==> config.mk <==
export PLATFORM = sky130hd
export DESIGN_NAME = burst_shadow_update
export DESIGN_NICKNAME = d
export VERILOG_FILES = /design/src/rtl/burst_upd_pkg.sv /design/src/rtl/burst_sequencer.sv /design/src/rtl/shadow_bank.sv /design/src/rtl/update_ctrl.sv /design/src/rtl/active_bank.sv /design/src/rtl/burst_shadow_update.sv
export SDC_FILE = /design/constraint.sdc
export NUM_CORES = 1
export LEC_CHECK = 0
export BUFFER_PORTS_ARGS = -buffer_cell sky130_fd_sc_hd__buf_2
export CAP_MARGIN = 20
export CORE_MARGIN = 2
export CORE_UTILIZATION = 35
export CTS_CLUSTER_SIZE = 24
export DETAILED_ROUTE_END_ITERATION = 10
export GPL_TIMING_DRIVEN = 0
export SETUP_SLACK_MARGIN = 0.3
export SLEW_MARGIN = 20
export SYNTH_ARGS = -nofsm -noshare
export SYNTH_HDL_FRONTEND = slang
export SYNTH_SLANG_ARGS = --single-unit
==> constraint.sdc <==
create_clock -name clk -period 1.8 [get_ports clk]
set_input_delay 0.09 -clock clk [delete_from_list [all_inputs] [get_ports clk]]
set_output_delay 0.09 -clock clk [all_outputs]
set_load 0.1 [all_outputs]
==> src/rtl/burst_upd_pkg.sv <==
package burst_upd_pkg;

    localparam int SLOT_CNT = 3;
    localparam int IDX_W    = $clog2(SLOT_CNT);
    localparam int GATE_W   = 4;

    // Slot order follows the burst word order
    typedef enum logic [IDX_W-1:0] {
        SLOT_PERIOD = 0,
        SLOT_CMP1   = 1,
        SLOT_CMP3   = 2
    } slot_e;

    typedef enum logic [1:0] {
        GM_BURST_END = 2'd0,
        GM_NEXT_REP  = 2'd1,
        GM_HOLD      = 2'd2,
        GM_EVERY_REP = 2'd3
    } gate_mode_e;

    localparam logic [GATE_W-1:0] CODE_BURST_END = 4'b0001;
    localparam logic [GATE_W-1:0] CODE_BURST_REP = 4'b0010;

    typedef struct packed {
        logic             busy;
        logic             req;
        logic [IDX_W-1:0] idx;
    } seq_state_t;

    function automatic gate_mode_e decode_gate(input logic [GATE_W-1:0] code,
                                               input logic rep_en);
        gate_mode_e m;
        if (code == CODE_BURST_END)
            m = GM_BURST_END;
        else if (code == CODE_BURST_REP)
            m = rep_en ? GM_NEXT_REP : GM_HOLD;
        else
            m = GM_EVERY_REP;
        return m;
    endfunction

endpackage

==> src/rtl/burst_sequencer.sv <==
module burst_sequencer
    import burst_upd_pkg::*;
(
    input  logic             clk,
    input  logic             rst,
    input  logic             cmp1_evt,
    input  logic             wr_en,
    output logic             dma_req,
    output logic             busy,
    output logic             wr_acc,
    output logic [IDX_W-1:0] wr_idx,
    output logic             burst_done
);
    localparam logic [IDX_W-1:0] LAST_IDX = IDX_W'(SLOT_CNT - 1);

    seq_state_t st_q, st_d;

    assign busy       = st_q.busy;
    assign dma_req    = st_q.req;
    assign wr_idx     = st_q.idx;
    assign wr_acc     = wr_en && st_q.busy;
    assign burst_done = wr_acc && (st_q.idx == LAST_IDX);

    always_comb begin
        st_d = st_q;
        if (!st_q.busy) begin
            if (cmp1_evt) begin
                st_d.busy = 1'b1;
                st_d.req  = 1'b1;
                st_d.idx  = '0;
            end
        end else if (wr_acc) begin
            st_d.req = 1'b0;
            if (st_q.idx == LAST_IDX) begin
                st_d.busy = 1'b0;
                st_d.idx  = '0;
            end else begin
                st_d.idx = st_q.idx + 1'b1;
            end
        end
    end

    always_ff @(posedge clk) begin
        if (rst) st_q <= '0;
        else     st_q <= st_d;
    end


    req_drop_chk: assert property (@(posedge clk) disable iff (rst)
        wr_acc |=> !dma_req);


    cmp_ignored_chk: assert property (@(posedge clk) disable iff (rst)
        (busy && cmp1_evt && !wr_en) |=> (busy && $stable(wr_idx) && $stable(dma_req)));


    idx_range_chk: assert property (@(posedge clk) disable iff (rst)
        wr_idx <= LAST_IDX);

endmodule

==> src/rtl/shadow_bank.sv <==
module shadow_bank
    import burst_upd_pkg::*;
#(
    parameter int DATA_W = 16
) (
    input  logic                             clk,
    input  logic                             rst,
    input  logic                             wr_acc,
    input  logic [IDX_W-1:0]                 wr_idx,
    input  logic [DATA_W-1:0]                wr_data,
    output logic [SLOT_CNT-1:0][DATA_W-1:0]  shadow_q
);
    for (genvar s = 0; s < SLOT_CNT; s++) begin : g_slot
        always_ff @(posedge clk) begin
            if (rst)
                shadow_q[s] <= '0;
            else if (wr_acc && wr_idx == IDX_W'(s))
                shadow_q[s] <= wr_data;
        end
    end
endmodule

==> src/rtl/update_ctrl.sv <==
module update_ctrl
    import burst_upd_pkg::*;
(
    input  logic              clk,
    input  logic              rst,
    input  logic              burst_done,
    input  logic              busy,
    input  logic              rep_evt,
    input  logic              preload_en,
    input  logic [GATE_W-1:0] gate_code,
    input  logic              rep_upd_en,
    output logic              transfer,
    output logic              pending
);
    gate_mode_e mode;
    logic       mode_fire;

    assign mode = decode_gate(gate_code, rep_upd_en);

    always_comb begin
        unique case (mode)
            GM_BURST_END: mode_fire = pending;
            GM_NEXT_REP:  mode_fire = pending && rep_evt;
            GM_HOLD:      mode_fire = 1'b0;
            GM_EVERY_REP: mode_fire = rep_evt;
            default:      mode_fire = 1'b0;
        endcase
    end

    assign transfer = preload_en && !busy && mode_fire;

    always_ff @(posedge clk) begin
        if (rst)
            pending <= 1'b0;
        else if (burst_done && preload_en)
            pending <= 1'b1;
        else if (transfer)
            pending <= 1'b0;
    end


    no_mix_chk: assert property (@(posedge clk) disable iff (rst)
        transfer |-> !busy);


    pend_clear_chk: assert property (@(posedge clk) disable iff (rst)
        transfer |=> !pending);


    end_gate_chk: assert property (@(posedge clk) disable iff (rst)
        (burst_done && preload_en) |=> pending);

endmodule

==> src/rtl/active_bank.sv <==
module active_bank
    import burst_upd_pkg::*;
#(
    parameter int DATA_W = 16
) (
    input  logic                             clk,
    input  logic                             rst,
    input  logic                             preload_en,
    input  logic                             wr_acc,
    input  logic [IDX_W-1:0]                 wr_idx,
    input  logic [DATA_W-1:0]                wr_data,
    input  logic                             transfer,
    input  logic [SLOT_CNT-1:0][DATA_W-1:0]  shadow_q,
    output logic [SLOT_CNT-1:0][DATA_W-1:0]  active_q
);
    for (genvar s = 0; s < SLOT_CNT; s++) begin : g_slot
        always_ff @(posedge clk) begin
            if (rst)
                active_q[s] <= '0;
            else if (!preload_en && wr_acc && wr_idx == IDX_W'(s))
                active_q[s] <= wr_data;
            else if (transfer)
                active_q[s] <= shadow_q[s];
        end


        copy_chk: assert property (@(posedge clk) disable iff (rst)
            transfer |=> (active_q[s] == $past(shadow_q[s])));
    end
endmodule

==> src/rtl/burst_shadow_update.sv <==
module burst_shadow_update
    import burst_upd_pkg::*;
#(
    parameter int DATA_W = 16
) (
    input  logic              clk,
    input  logic              rst,
    input  logic              bus_wr_en,
    input  logic [DATA_W-1:0] bus_wr_data,
    input  logic              cmp1_evt,
    input  logic              rep_evt,
    input  logic              preload_en,
    input  logic [3:0]        gate_code,
    input  logic              rep_upd_en,
    output logic              dma_req,
    output logic [DATA_W-1:0] period_q,
    output logic [DATA_W-1:0] cmp1_q,
    output logic [DATA_W-1:0] cmp3_q
);
    logic                            busy;
    logic                            wr_acc;
    logic [IDX_W-1:0]                wr_idx;
    logic                            burst_done;
    logic                            transfer;
    logic                            pending;
    logic [SLOT_CNT-1:0][DATA_W-1:0] shadow_q;
    logic [SLOT_CNT-1:0][DATA_W-1:0] active_q;

    burst_sequencer u_seq (
        .clk        (clk),
        .rst        (rst),
        .cmp1_evt   (cmp1_evt),
        .wr_en      (bus_wr_en),
        .dma_req    (dma_req),
        .busy       (busy),
        .wr_acc     (wr_acc),
        .wr_idx     (wr_idx),
        .burst_done (burst_done)
    );

    shadow_bank #(.DATA_W(DATA_W)) u_shadow (
        .clk      (clk),
        .rst      (rst),
        .wr_acc   (wr_acc),
        .wr_idx   (wr_idx),
        .wr_data  (bus_wr_data),
        .shadow_q (shadow_q)
    );

    update_ctrl u_upd (
        .clk        (clk),
        .rst        (rst),
        .burst_done (burst_done),
        .busy       (busy),
        .rep_evt    (rep_evt),
        .preload_en (preload_en),
        .gate_code  (gate_code),
        .rep_upd_en (rep_upd_en),
        .transfer   (transfer),
        .pending    (pending)
    );

    active_bank #(.DATA_W(DATA_W)) u_active (
        .clk        (clk),
        .rst        (rst),
        .preload_en (preload_en),
        .wr_acc     (wr_acc),
        .wr_idx     (wr_idx),
        .wr_data    (bus_wr_data),
        .transfer   (transfer),
        .shadow_q   (shadow_q),
        .active_q   (active_q)
    );

    assign period_q = active_q[SLOT_PERIOD];
    assign cmp1_q   = active_q[SLOT_CMP1];
    assign cmp3_q   = active_q[SLOT_CMP3];


    reset_state_chk: assert property (@(posedge clk)
        rst |=> (!dma_req && period_q == '0 && cmp1_q == '0 && cmp3_q == '0));


    direct_write_chk: assert property (@(posedge clk) disable iff (rst)
        (!preload_en && wr_acc && wr_idx == IDX_W'(SLOT_PERIOD)) |=> (period_q == $past(bus_wr_data)));

endmodule

== After elaboration in Yosys (flattened, before gate mapping) ==
Index checks and enable logic that the tools add are counted.
Cells by class
  add/sub/neg operators: 1
  $mul: 0
  divide/modulo/power cells: 0
  order comparisons: 0
  equal/unequal tests: 8
  shifts and indexed selects: 0
  multiplexer cells: 17
  bitwise operators: 0
  reduce and logical (&&, ||, !) cells: 22
Operator list (number)
  $mux W16: 6
  $logic_and A1 B1 Y1: 12
  $mux W4: 3
  $reduce_bool A2 Y1: 5
  $mux W2: 4
  $eq A2 B2 Y1 const B: 3
  $eq A2 B1 Y1 const B: 2
  $eq A4 B1 Y1 const B: 1
  $eq A4 B2 Y1 const B: 1
  $logic_not A2 Y1: 2
  $pmux W1 S4: 1
  $mux W1: 3
  $add A2 B1 Y2 const B: 1
  $logic_not A1 Y1: 2
  $ne A2 B1 Y1 const B: 1
  $reduce_and A2 Y1: 1
Word-level totals
  bits in registers: 101
  bits in latches: 0
  RAM bits: 0
  memory bits (read-only): 0
  bits of input ports: 27
  logic and storage cells: 58
  memories kept: 0

== Logic depth before layout (Yosys ltp) ==
Gate-level depths: netlist (run 1).
  depth after elaboration: 8
  depth in mapped cells: 7

== Modules after synthesis ==
Synthesis (run 1) repeated with hierarchy kept, for this count alone.
Second synthesis, totals
  cells, all modules: 429
  area, all modules: 4473.0 um2
Modules (own cells, without submodules)
  active_bank: times used 1, cells each 218, area each 2215.9 um2
  shadow_bank: times used 1, cells each 178, area each 1960.6 um2
  burst_sequencer: times used 1, cells each 18, area each 190.2 um2
  update_ctrl: times used 1, cells each 15, area each 106.4 um2

== Worst setup path before layout (run 1) ==
Ideal clock, no wire load.
  path type: register -> register
  start point: reg u_seq.st_q, in the netlist u_seq.busy
  end point: reg u_upd.pending
  library setup time: 0.128 ns
  data arrival time: 1.717 ns
  data required time: 1.672 ns
  slack: -0.045 ns
  stages on the path, launching flop included: 8
  buffers on the path: 3
  period minus slack after synthesis: 1.845 ns
  path through: dfxtp_1 buf_6 or4b_4 o22a_1 buf_2 buf_4 a32oi_1 nor2_1
Between the ends
  word-level cells in the longest chain between the ends: 4
RTL lines
  start, declared: line burst_sequencer.sv:16  | seq_state_t st_q, st_d;
  start signal, assigned: line burst_sequencer.sv:45  | else st_q <= st_d;
  $logic_and A1 B1 Y1 / $logic_not A1 Y1 (equally long branches): line burst_sequencer.sv:21, update_ctrl.sv:30
  $logic_and A1 B1 Y1 (on tied branches): line burst_sequencer.sv:22, update_ctrl.sv:30
  $logic_and A1 B1 Y1 (on tied branches): line update_ctrl.sv:35, update_ctrl.sv:30
  $mux W1 / $reduce_bool A2 Y1 (equally long branches)
  end signal, assigned: line update_ctrl.sv:34  | pending <= 1'b0;
  end signal, assigned: line update_ctrl.sv:36  | pending <= 1'b1;
  end signal, assigned: line update_ctrl.sv:38  | pending <= 1'b0;
  end, declared: line update_ctrl.sv:13  | output logic pending
Several ways; a longest one is shown, not always the timed one.
A chain may end at the register's enable or synchronous reset.

== Worst setup path in the final report (run 1) ==
  start point: reg u_seq.st_q, in the netlist u_seq.busy
  end point: reg u_active.active_q[21] (netlist name)
Between the ends
  word-level cells in the longest chain between the ends: 4
RTL lines
  $logic_and A1 B1 Y1 / $logic_not A1 Y1 (equally long branches): line burst_sequencer.sv:21, update_ctrl.sv:30
  $logic_and A1 B1 Y1 (on tied branches) (2 in a row): line active_bank.sv:20, update_ctrl.sv:30
  $mux W16 / $reduce_bool A2 Y1 (equally long branches)
  end signal, assigned by index: line active_bank.sv:21  | active_q[s] <= wr_data;
  end signal, assigned by index: line active_bank.sv:23  | active_q[s] <= shadow_q[s];
  end, declared: line active_bank.sv:14  | output logic [SLOT_CNT-1:0][DATA_W-1:0] active_q
Several ways; a longest one is shown, not always the timed one.

==> results.json, run 1 <==
{
  "outcome": "finished, violations left",
  "violations": "setup timing",
  "clk_pin_slew_ns": 0.07,
  "cts.path.max_buffers": 2,
  "htreeDepth": 3,
  "grtUsageTotal": 0.225,
  "power.total_w": 0.00480,
  "setup.worst_path.end": "u_active.active_q[21]$_SDFFE_PP0P_",
  "route.met2.wl_um": 6630,
  "cts_tree": "built",
  "cp_cell_sequence": "buf_6 > or4b_4 > o22ai_4 > buf_6 > clkbuf_16 > o21ai_2 > a311oi_1",
  "drive_gt1_frac": 0.302,
  "fmax_mhz": 529,
  "overflow": 0,
  "period_needed_ns": 1.89,
  "rsz0062_at_grt": "yes",
  "initial_core_util": 0.362,
  "nFillCells": 1126,
  "crit_cells": 7,
  "routed_wl_um": 14800,
  "ys_warn_count": 0,
  "port_buffers": 74,
  "finalHoldViolations": 0,
  "antenna_found_initial": 0,
  "most-common-layout-cells": "nand2_1 (99), dfxtp_1 (98), buf_2 (78), nor2_1 (54), a21oi_1 (51)",
  "crit_buf_inv": 3,
  "clock_skew_ns": 0.00696,
  "setup_ws_ns": -0.0907,
  "grt_pass1_vias": 4086,
  "syn_inst": 522,
  "row_count": 39,
  "drt_iter0_drc": 365,
  "design_area_mm2": 0.00556,
  "cp.arrival_ns": 2.14,
  "grt_max_degree": 17,
  "r2r_slack_ns": -0.09,
  "die_h_um": 113,
  "route.detailed.drc": 0,
  "critPathTopFamily": "simple AND/OR/NAND/NOR gates",
  "place_area_mm2": 0.00478,
  "ir_worst_vdd_v": 0.000448,
  "grt_pass1_wl_um": 22400,
  "nNetsFinal": 657,
  "layout_commonest_cell": "nand2_1",
  "crit_required_ns": 2.05,
  "path_max_fanout": 7,
  "setup_viol": 26,
  "die_w_um": 113,
  "start_kind": "flip-flop",
  "num_io_pins": 76,
  "wire_per_inst_um": 19.0,
  "syn_to_final_growth_pct": 32.9,
  "synth_area_mm2": 0.00419,
  "worstSetupPathType": "flip-flop to flip-flop",
  "reg2reg_to": "u_active.active_q[21]$_SDFFE_PP0P_",
  "crit_path_end_kind": "flip-flop",
  "tns_ns": -0.784,
  "crit_path_max_incr_delay_ns": 0.51,
  "diodes": 0,
  "hold-worst-slack_ns": 0.0507,
  "drtPass1Iterations": 5,
  "ys_types": 32,
  "met3WireLength_um": 1250,
  "hold_path_class": "input pin to flip-flop",
  "cp_common_cell": "buf_6",
  "ys_ff_latch": 101,
  "cp-startpoint": "u_seq.busy$_SDFF_PP0_",
  "syn_nets": 549,
  "dpl.hpwl_um": 9910,
  "slew_headroom": 0.553,
  "period_share": 1.05,
  "reg2reg_depth": 7,
  "yosysSeqAreaShare": 0.483,
  "r2r_start": "u_seq.busy$_SDFF_PP0_",
  "highest_layer": "met4",
  "power_density_mw_per_mm2": 863,
  "drv_slew": 0,
  "postRouteAntennaNets": 0,
  "clock-sinks": 101,
  "vias": 4365,
  "hold_start": "cmp1_evt",
  "cts_made_buffers": 9,
  "core_mm2": 0.0116,
  "cap_violations": 0,
  "met1_length_um": 6410,
  "cts_root_buf": "clkbuf_16",
  "worstMarginPinSlew_ns": 0.670,
  "p_leak_nw": 2.05,
  "syn_area_per_cell_um2": 8.02,
  "gp_congestion": 0.829,
  "die_area_mm2": 0.0128,
  "critPathSlowestCell": "or4b_4",
  "viasPerCell": 5.61,
  "insertion_delay_ns": 0.35
}
cell families (layout without fill, tap and decap cells):
group,count (synthesis),after routing,share of synthesized area
compound gates,150,150,0.227
buf+inv,51,164,0.0553
flops,101,101,0.483
mux,1,1,0.00239
simple gates,219,219,0.232
worst reg2reg max path, cell delays in order (launching register included):
cell and delay, ns:
dfxtp_2 0.32, buf_6 0.12, or4b_4 0.51, o22ai_4 0.15, buf_6 0.18, clkbuf_16 0.17, o21ai_2 0.06, a311oi_1 0.28
where the power goes:
group / internal [W] / leakage, nW / switching [W]
clock: 0.000942 / 0.126 / 0.000874
sequential: 0.00228 / 0.818 / 0.0000303
combinational: 0.000182 / 1.10 / 0.000492
state kept, by name, indices dropped and copies added (netlist names):
signal,cells
u_active.active_q,48
u_shadow.shadow_q,48
u_seq.wr_idx,2
u_seq.busy,1
u_seq.dma_req,1
u_upd.pending,1
stage by stage:
stage | utilization | worst slack (ns) | cells
4_1_cts | 0.459 | -0.0627 | 765
6_report | 0.481 | -0.0907 | 778
3_3_place_gp | 0.413 | -0.366 | 739
5_1_grt | 0.481 | -0.128 | 778
3_5_place_dp | 0.413 | -0.416 | 739
2_1_floorplan | - | 0.0815 | 522
what timing repair did:
item | in CTS | in global routing
endpoints found under the setup margin | 80 | 68
cloned | 1 | 2
setup buffers | 9 | 11
pin swaps | 15 | 10
resized for setup | 50 | 57
hold buffers | 0 | 0
worst min path at each step:
stage | slack (ns) | to | cells after the start
final | 0.05 | u_seq.busy$_SDFF_PP0_ | 3
after global routing | 0.07 | u_shadow.shadow_q[43]$_SDFFE_PP0P_ | 3
after CTS | 0.04 | u_seq.busy$_SDFF_PP0_ | 3
after detailed placement | 0.40 | u_seq.busy$_SDFF_PP0_ | 3
after global placement | 0.41 | u_seq.busy$_SDFF_PP0_ | 3
after floorplan | 0.22 | u_upd.pending$_SDFFE_PP0P_ | 2
synth_stat cells:
cell       number  area (um2)
dfxtp_1       101        2020
nand2_1        99         372
nor2_1         54         203
a21oi_1        53         265
a311oi_1       46         403
nand3_1        46         230
clkbuf_1       39         146
o21ai_0        36         180
o21ai_1        10        50.1
buf_2           5        25.0
buf_6           4        45.0
nor4_1          4        25.0
nor2b_1         3        18.8
buf_1           2        7.51
nand4b_1        2        17.5
or2_2           2        12.5
a211o_1         1        8.76
a211oi_2        1        12.5
a32oi_1         1        8.76
buf_4           1        7.51
mux2i_1         1        10.0
nand2b_1        1        6.26
nand3b_1        1        7.51
nand3b_4        1        20.0
nand4bb_1       1        11.3
nor3_1          1        5.00
nor3b_1         1        7.51
nor3b_2         1        12.5
nor4bb_1        1        10.0
o22a_1          1        8.76
o22ai_2         1        12.5
or4b_4          1        13.8
per-layer routing:
layer  up-vias  track usage
met3        33       0.0450
li1       2072            -
met5         -            0
met4         0       0.0976
met2       209        0.353
met1      2051        0.301
area by class of cell:
| cell class | instances | area, um2 | area share |
|---|---|---|---|
| clock inverter | 5 | 37.5 | 0.00675 |
| timing repair buffer | 97 | 589 | 0.106 |
| buffer | 51 | 350 | 0.0630 |
| clock buffer | 11 | 233 | 0.0418 |
| sequential | 101 | 2030 | 0.364 |
| multi-input combinational | 370 | 2150 | 0.386 |
| tap | 143 | 179 | 0.0322 |
No activity file was read; power rests on OpenSTA's default activity.
==> inputs of run 2 (changes only) <==
clock period = 2.4 ns   (was 1.8 ns; I/O delays follow)
==> run 2 against run 1 <==
  * The run now ends clean
  * Global-route usage up 0.091 points
  * Utilization down 4.6 points
  * Final area down 9.5%
  * Combinational power down 36%
  * Register-to-register slack better by 0.48 ns
  * Critical endpoint is now u_upd.pending$_SDFFE_PP0P_
  * Largest power group unchanged
==> results.json, run 2 (same netlist as run 1, synthesis figures left out) <==
{
  "route.detailed.drc": 0,
  "insertion_delay_ns": 0.35,
  "placed_cells": 739,
  "die_h_um": 113,
  "grt_max_degree": 15,
  "viasPerCell": 5.63,
  "syn_to_final_growth_pct": 20.2,
  "r2r_start": "u_seq.busy$_SDFF_PP0_",
  "reg2reg_depth": 7,
  "outcome": "complete, no violations",
  "port_buffers": 74,
  "setup_viol": 0,
  "drt_iter0_drc": 355,
  "cts.path.max_buffers": 2,
  "die_w_um": 113,
  "crit_required_ns": 2.63,
  "row_count": 39,
  "crit_path_end_kind": "flip-flop",
  "setup_ws_ns": 0.391,
  "path_max_fanout": 10,
  "grtUsageTotal": 0.226,
  "diodes": 0,
  "gp_congestion": 0.830,
  "cts_made_buffers": 9,
  "cp-startpoint": "u_seq.busy$_SDFF_PP0_",
  "vias": 4261,
  "power_density_mw_per_mm2": 696,
  "p_leak_nw": 1.82,
  "postRouteAntennaNets": 0,
  "hold_start": "cmp1_evt",
  "htreeDepth": 3,
  "cp.arrival_ns": 2.23,
  "fmax_mhz": 498,
  "drv_slew": 0,
  "cts_tree": "built",
  "overflow": 0,
  "initial_core_util": 0.362,
  "pre_cts_slack_ns": 0.184,
  "worstMarginPinSlew_ns": 0.578,
  "worstSetupPathType": "flip-flop to flip-flop",
  "dpl.hpwl_um": 9820,
  "die_area_mm2": 0.0128,
  "period_share": 0.837,
  "clk_pin_slew_ns": 0.07,
  "layout_commonest_cell": "dfxtp_1",
  "routed_wl_um": 14200,
  "tns_ns": 0,
  "nNetsFinal": 637,
  "grt_pass1_wl_um": 22200,
  "drive_gt1_frac": 0.181,
  "clock-sinks": 101,
  "clock_skew_ns": 0.0109,
  "most-common-layout-cells": "dfxtp_1 (101), nand2_1 (99), buf_2 (78), nor2_1 (54), a21oi_1 (53)",
  "wire_per_inst_um": 18.8,
  "top_regs": "u_active.active_q: 48 flops, u_shadow.shadow_q: 48 flops, u_seq.wr_idx: 2 flops",
  "core_mm2": 0.0116,
  "cts.hold.buffers_added": 0,
  "start_kind": "flip-flop",
  "whs_path_depth": 3,
  "fin_cells": 757,
  "rsz0062_at_grt": "no",
  "place_area_mm2": 0.00473,
  "nFillCells": 1202,
  "grt_pass1_vias": 4018,
  "antenna_found_initial": 0,
  "slew_headroom": 0.615,
  "period_needed_ns": 2.01,
  "finalHoldViolations": 0,
  "cap_violations": 0,
  "ir_worst_vdd_v": 0.000390,
  "num_io_pins": 76,
  "hold_path_class": "input pin to flip-flop",
  "design_area_mm2": 0.00503,
  "cts_root_buf": "clkbuf_16",
  "drtPass1Iterations": 7
}
-- run 2: area by class of cell --
| type | instances | area [um2] | share of cell area |
|---|---|---|---|
| sequential | 101 | 2020 | 0.402 |
| multi-input combinational | 370 | 1940 | 0.385 |
| timing repair buffer | 77 | 393 | 0.0781 |
| clock buffer | 14 | 254 | 0.0505 |
| buffer | 51 | 240 | 0.0477 |
| tap | 143 | 179 | 0.0356 |
| clock inverter | 1 | 7.51 | 0.00149 |
-- run 2: metrics by stage --
stage | power, W | util | hold WS [ns]
after detailed placement | 0.00219 | 0.409 | 0.436
final | 0.00350 | 0.435 | 0.0801
after global placement | 0.00219 | 0.409 | 0.433
after CTS | 0.00352 | 0.433 | 0.0729
after global routing | 0.00362 | 0.435 | 0.0912
after floorplan | 0.00205 | - | 0.253
-- run 2: worst paths after layout --
kind / endpoint / slack (ns)
min reg2reg: u_shadow.shadow_q[40]$_SDFFE_PP0P_ / 0.46
min: u_seq.busy$_SDFF_PP0_ / 0.08
max: u_upd.pending$_SDFFE_PP0P_ / 0.39
max reg2reg: u_upd.pending$_SDFFE_PP0P_ / 0.39
-- run 2: what timing repair did --
| action | in CTS | in global routing |
|---|---|---|
| gates resized for setup | 3 | 7 |
| buffers inserted | 1 | 2 |
| hold endpoints to repair | 0 | 0 |
| setup endpoints to repair | 27 | 47 |
| pin swaps | 0 | 1 |
-- run 2: where the power goes --
| group | leakage (nW) | switching, W | internal (W) | total, W |
|---|---|---|---|---|
| clock | 0.123 | 0.000615 | 0.000728 | 0.00134 |
| combinational | 0.877 | 0.000341 | 0.0000890 | 0.000430 |
| sequential | 0.817 | 0.0000198 | 0.00171 | 0.00173 |
| total | 1.82 | 0.000976 | 0.00253 | 0.00350 |
-- run 2: critical path: stages (launching register included) --
cell and delay, ns:
dfxtp_1 0.31, buf_6 0.13, or4b_4 0.54, o22a_1 0.25, buf_2 0.21, buf_4 0.20
a32oi_1 0.20, nor2_1 0.05
-- run 2: routing by layer --
metal,GRT usage,wire length (um),up-vias
met1,0.312,6330,2045
li1,-,-,2027
met4,0.0724,393,0
met5,0,0,-
met3,0.0514,1050,23
met2,0.352,6430,166
==> inputs of run 3 (changes only) <==
clock period = 2.1 ns   (was 2.4 ns; I/O delays follow)
==> run 3 against run 2 <==
  * Die area stayed put
  * Critical endpoint is now u_active.active_q[24]$_SDFFE_PP0P_
  * Global-route usage is 0.53 points higher
  * Maximum frequency is 5.5% higher
  * Flip-flop and latch count stayed put
  * Worst hold slack better by 0.0025 ns
==> results.json, run 3 (same netlist as run 1, synthesis figures left out) <==
{
  "outcome": "complete, no violations",
  "fmax_mhz": 525,
  "highest_layer": "met4",
  "grt_max_degree": 16,
  "routed_wl_um": 15100,
  "clock_skew_ns": 0.0111,
  "crit_path_max_incr_delay_ns": 0.51,
  "period_needed_ns": 1.90,
  "clk_pin_slew_ns": 0.07,
  "core_mm2": 0.0116,
  "hold-worst-slack_ns": 0.0826,
  "clock-sinks": 101,
  "finalHoldViolations": 0,
  "p_leak_nw": 2.11,
  "grt_pass1_wl_um": 22900,
  "path_max_fanout": 5,
  "rsz0062_at_grt": "yes",
  "most-common-layout-cells": "nand2_1 (99), dfxtp_1 (99), buf_2 (79), nor2_1 (54), a21oi_1 (51)",
  "critPathSlowestCell": "or4b_4",
  "initial_core_util": 0.362,
  "worstSetupPathType": "flip-flop to flip-flop",
  "drtPass1Iterations": 5,
  "hold_path_class": "input pin to flip-flop",
  "crit_required_ns": 2.36,
  "finalCoreUtilization": 0.493,
  "slew_headroom": 0.602,
  "placed_cells": 739,
  "cts.path.max_buffers": 2,
  "grtUsageTotal": 0.231,
  "die_area_mm2": 0.0128,
  "nNetsFinal": 662,
  "route.met2.wl_um": 7200,
  "vias": 4430,
  "insertion_delay_ns": 0.34,
  "period_share": 0.907,
  "overflow": 0,
  "wire_per_inst_um": 19.4,
  "drive_gt1_frac": 0.315,
  "drv_slew": 0,
  "cts_root_buf": "clkbuf_16",
  "cp_cell_sequence": "buf_6 > or4b_4 > o22ai_4 > buf_6 > buf_8 > buf_4 > o21ai_4 > a311oi_2",
  "dpl.hpwl_um": 9790,
  "tns_ns": 0,
  "grt_pass1_vias": 4119,
  "met1_length_um": 6660,
  "cts_tree": "built",
  "nFillCells": 1120,
  "cp_common_cell": "buf_6",
  "cap_violations": 0,
  "die_h_um": 113,
  "die_w_um": 113,
  "antenna_found_initial": 0,
  "power_density_mw_per_mm2": 767,
  "start_kind": "flip-flop",
  "port_buffers": 74,
  "cp.arrival_ns": 2.16,
  "postRouteAntennaNets": 0,
  "met3WireLength_um": 1090,
  "diodes": 0,
  "fin_cells": 781,
  "ir_worst_vdd_v": 0.000458,
  "row_count": 39,
  "worstMarginPinSlew_ns": 0.596,
  "viasPerCell": 5.67,
  "route.detailed.drc": 0,
  "top_regs": "u_active.active_q: 48 flops, u_shadow.shadow_q: 48 flops, u_seq.wr_idx: 2 flops",
  "gp_congestion": 0.851,
  "drt_iter0_drc": 332,
  "crit_path_end_kind": "flip-flop",
  "cts.hold.buffers_added": 0,
  "htreeDepth": 3,
  "syn_to_final_growth_pct": 36.3,
  "cts_made_buffers": 9,
  "setup_viol": 0,
  "num_io_pins": 76
}
-- run 3: path summary, 6_finish.rpt --
| path | slack [ns] | cells past startpoint | to | startpoint |
|---|---|---|---|---|
| min | 0.08 | 3 | u_shadow.shadow_q[14]$_SDFFE_PP0P_ | bus_wr_data[14] |
| max | 0.20 | 8 | u_active.active_q[24]$_SDFFE_PP0P_ | u_seq.busy$_SDFF_PP0_ |
| min reg2reg | 0.46 | 2 | u_shadow.shadow_q[31]$_SDFFE_PP0P_ | u_shadow.shadow_q[31]$_SDFFE_PP0P_ |
| max reg2reg | 0.20 | 8 | u_active.active_q[24]$_SDFFE_PP0P_ | u_seq.busy$_SDFF_PP0_ |
-- run 3: layout make-up --
class / count / area, um2 / area share
multi-input combinational: 370 / 2190 / 0.383
sequential: 101 / 2020 / 0.355
timing repair buffer: 102 / 663 / 0.116
buffer: 51 / 338 / 0.0592
clock buffer: 10 / 239 / 0.0419
tap: 143 / 179 / 0.0314
clock inverter: 4 / 73.8 / 0.0129
-- run 3: power by group --
| part | total [W] | internal [W] | switching (W) |
|---|---|---|---|
| sequential | 0.00198 | 0.00196 | 0.0000284 |
| combinational | 0.000599 | 0.000169 | 0.000430 |
| clock | 0.00179 | 0.00106 | 0.000728 |
| total | 0.00438 | 0.00319 | 0.00119 |
-- run 3: metal layers --
layer	GRT usage	vias up
li1	-	2082
met1	0.315	2153
met2	0.383	181
met3	0.0434	14
met4	0.0520	0
met5	0	-
-- run 3: timing repair --
action	CTS	global route
resized for setup	53	88
pin swaps	21	19
setup buffers	12	11
setup endpoints to repair	76	79
gates cloned	4	1
-- run 3: critical path: cells and delay by family, from the launching register on --
family | cells | cell delay [ns]
flops | 1 | 0.32
compound gates | 3 | 0.48
buf+inv | 4 | 0.52
simple gates | 1 | 0.51
-- run 3: through the flow --
| stage | area, um2 | power, W | worst slack [ns] |
|---|---|---|---|
| 2_1_floorplan | 4190 | 0.00234 | 0.316 |
| 3_3_place_gp | 4740 | 0.00250 | -0.137 |
| 3_5_place_dp | 4740 | 0.00251 | -0.121 |
| 4_1_cts | 5380 | 0.00432 | 0.216 |
| 5_1_grt | 5700 | 0.00448 | 0.117 |
| 6_report | 5700 | 0.00438 | 0.195 |
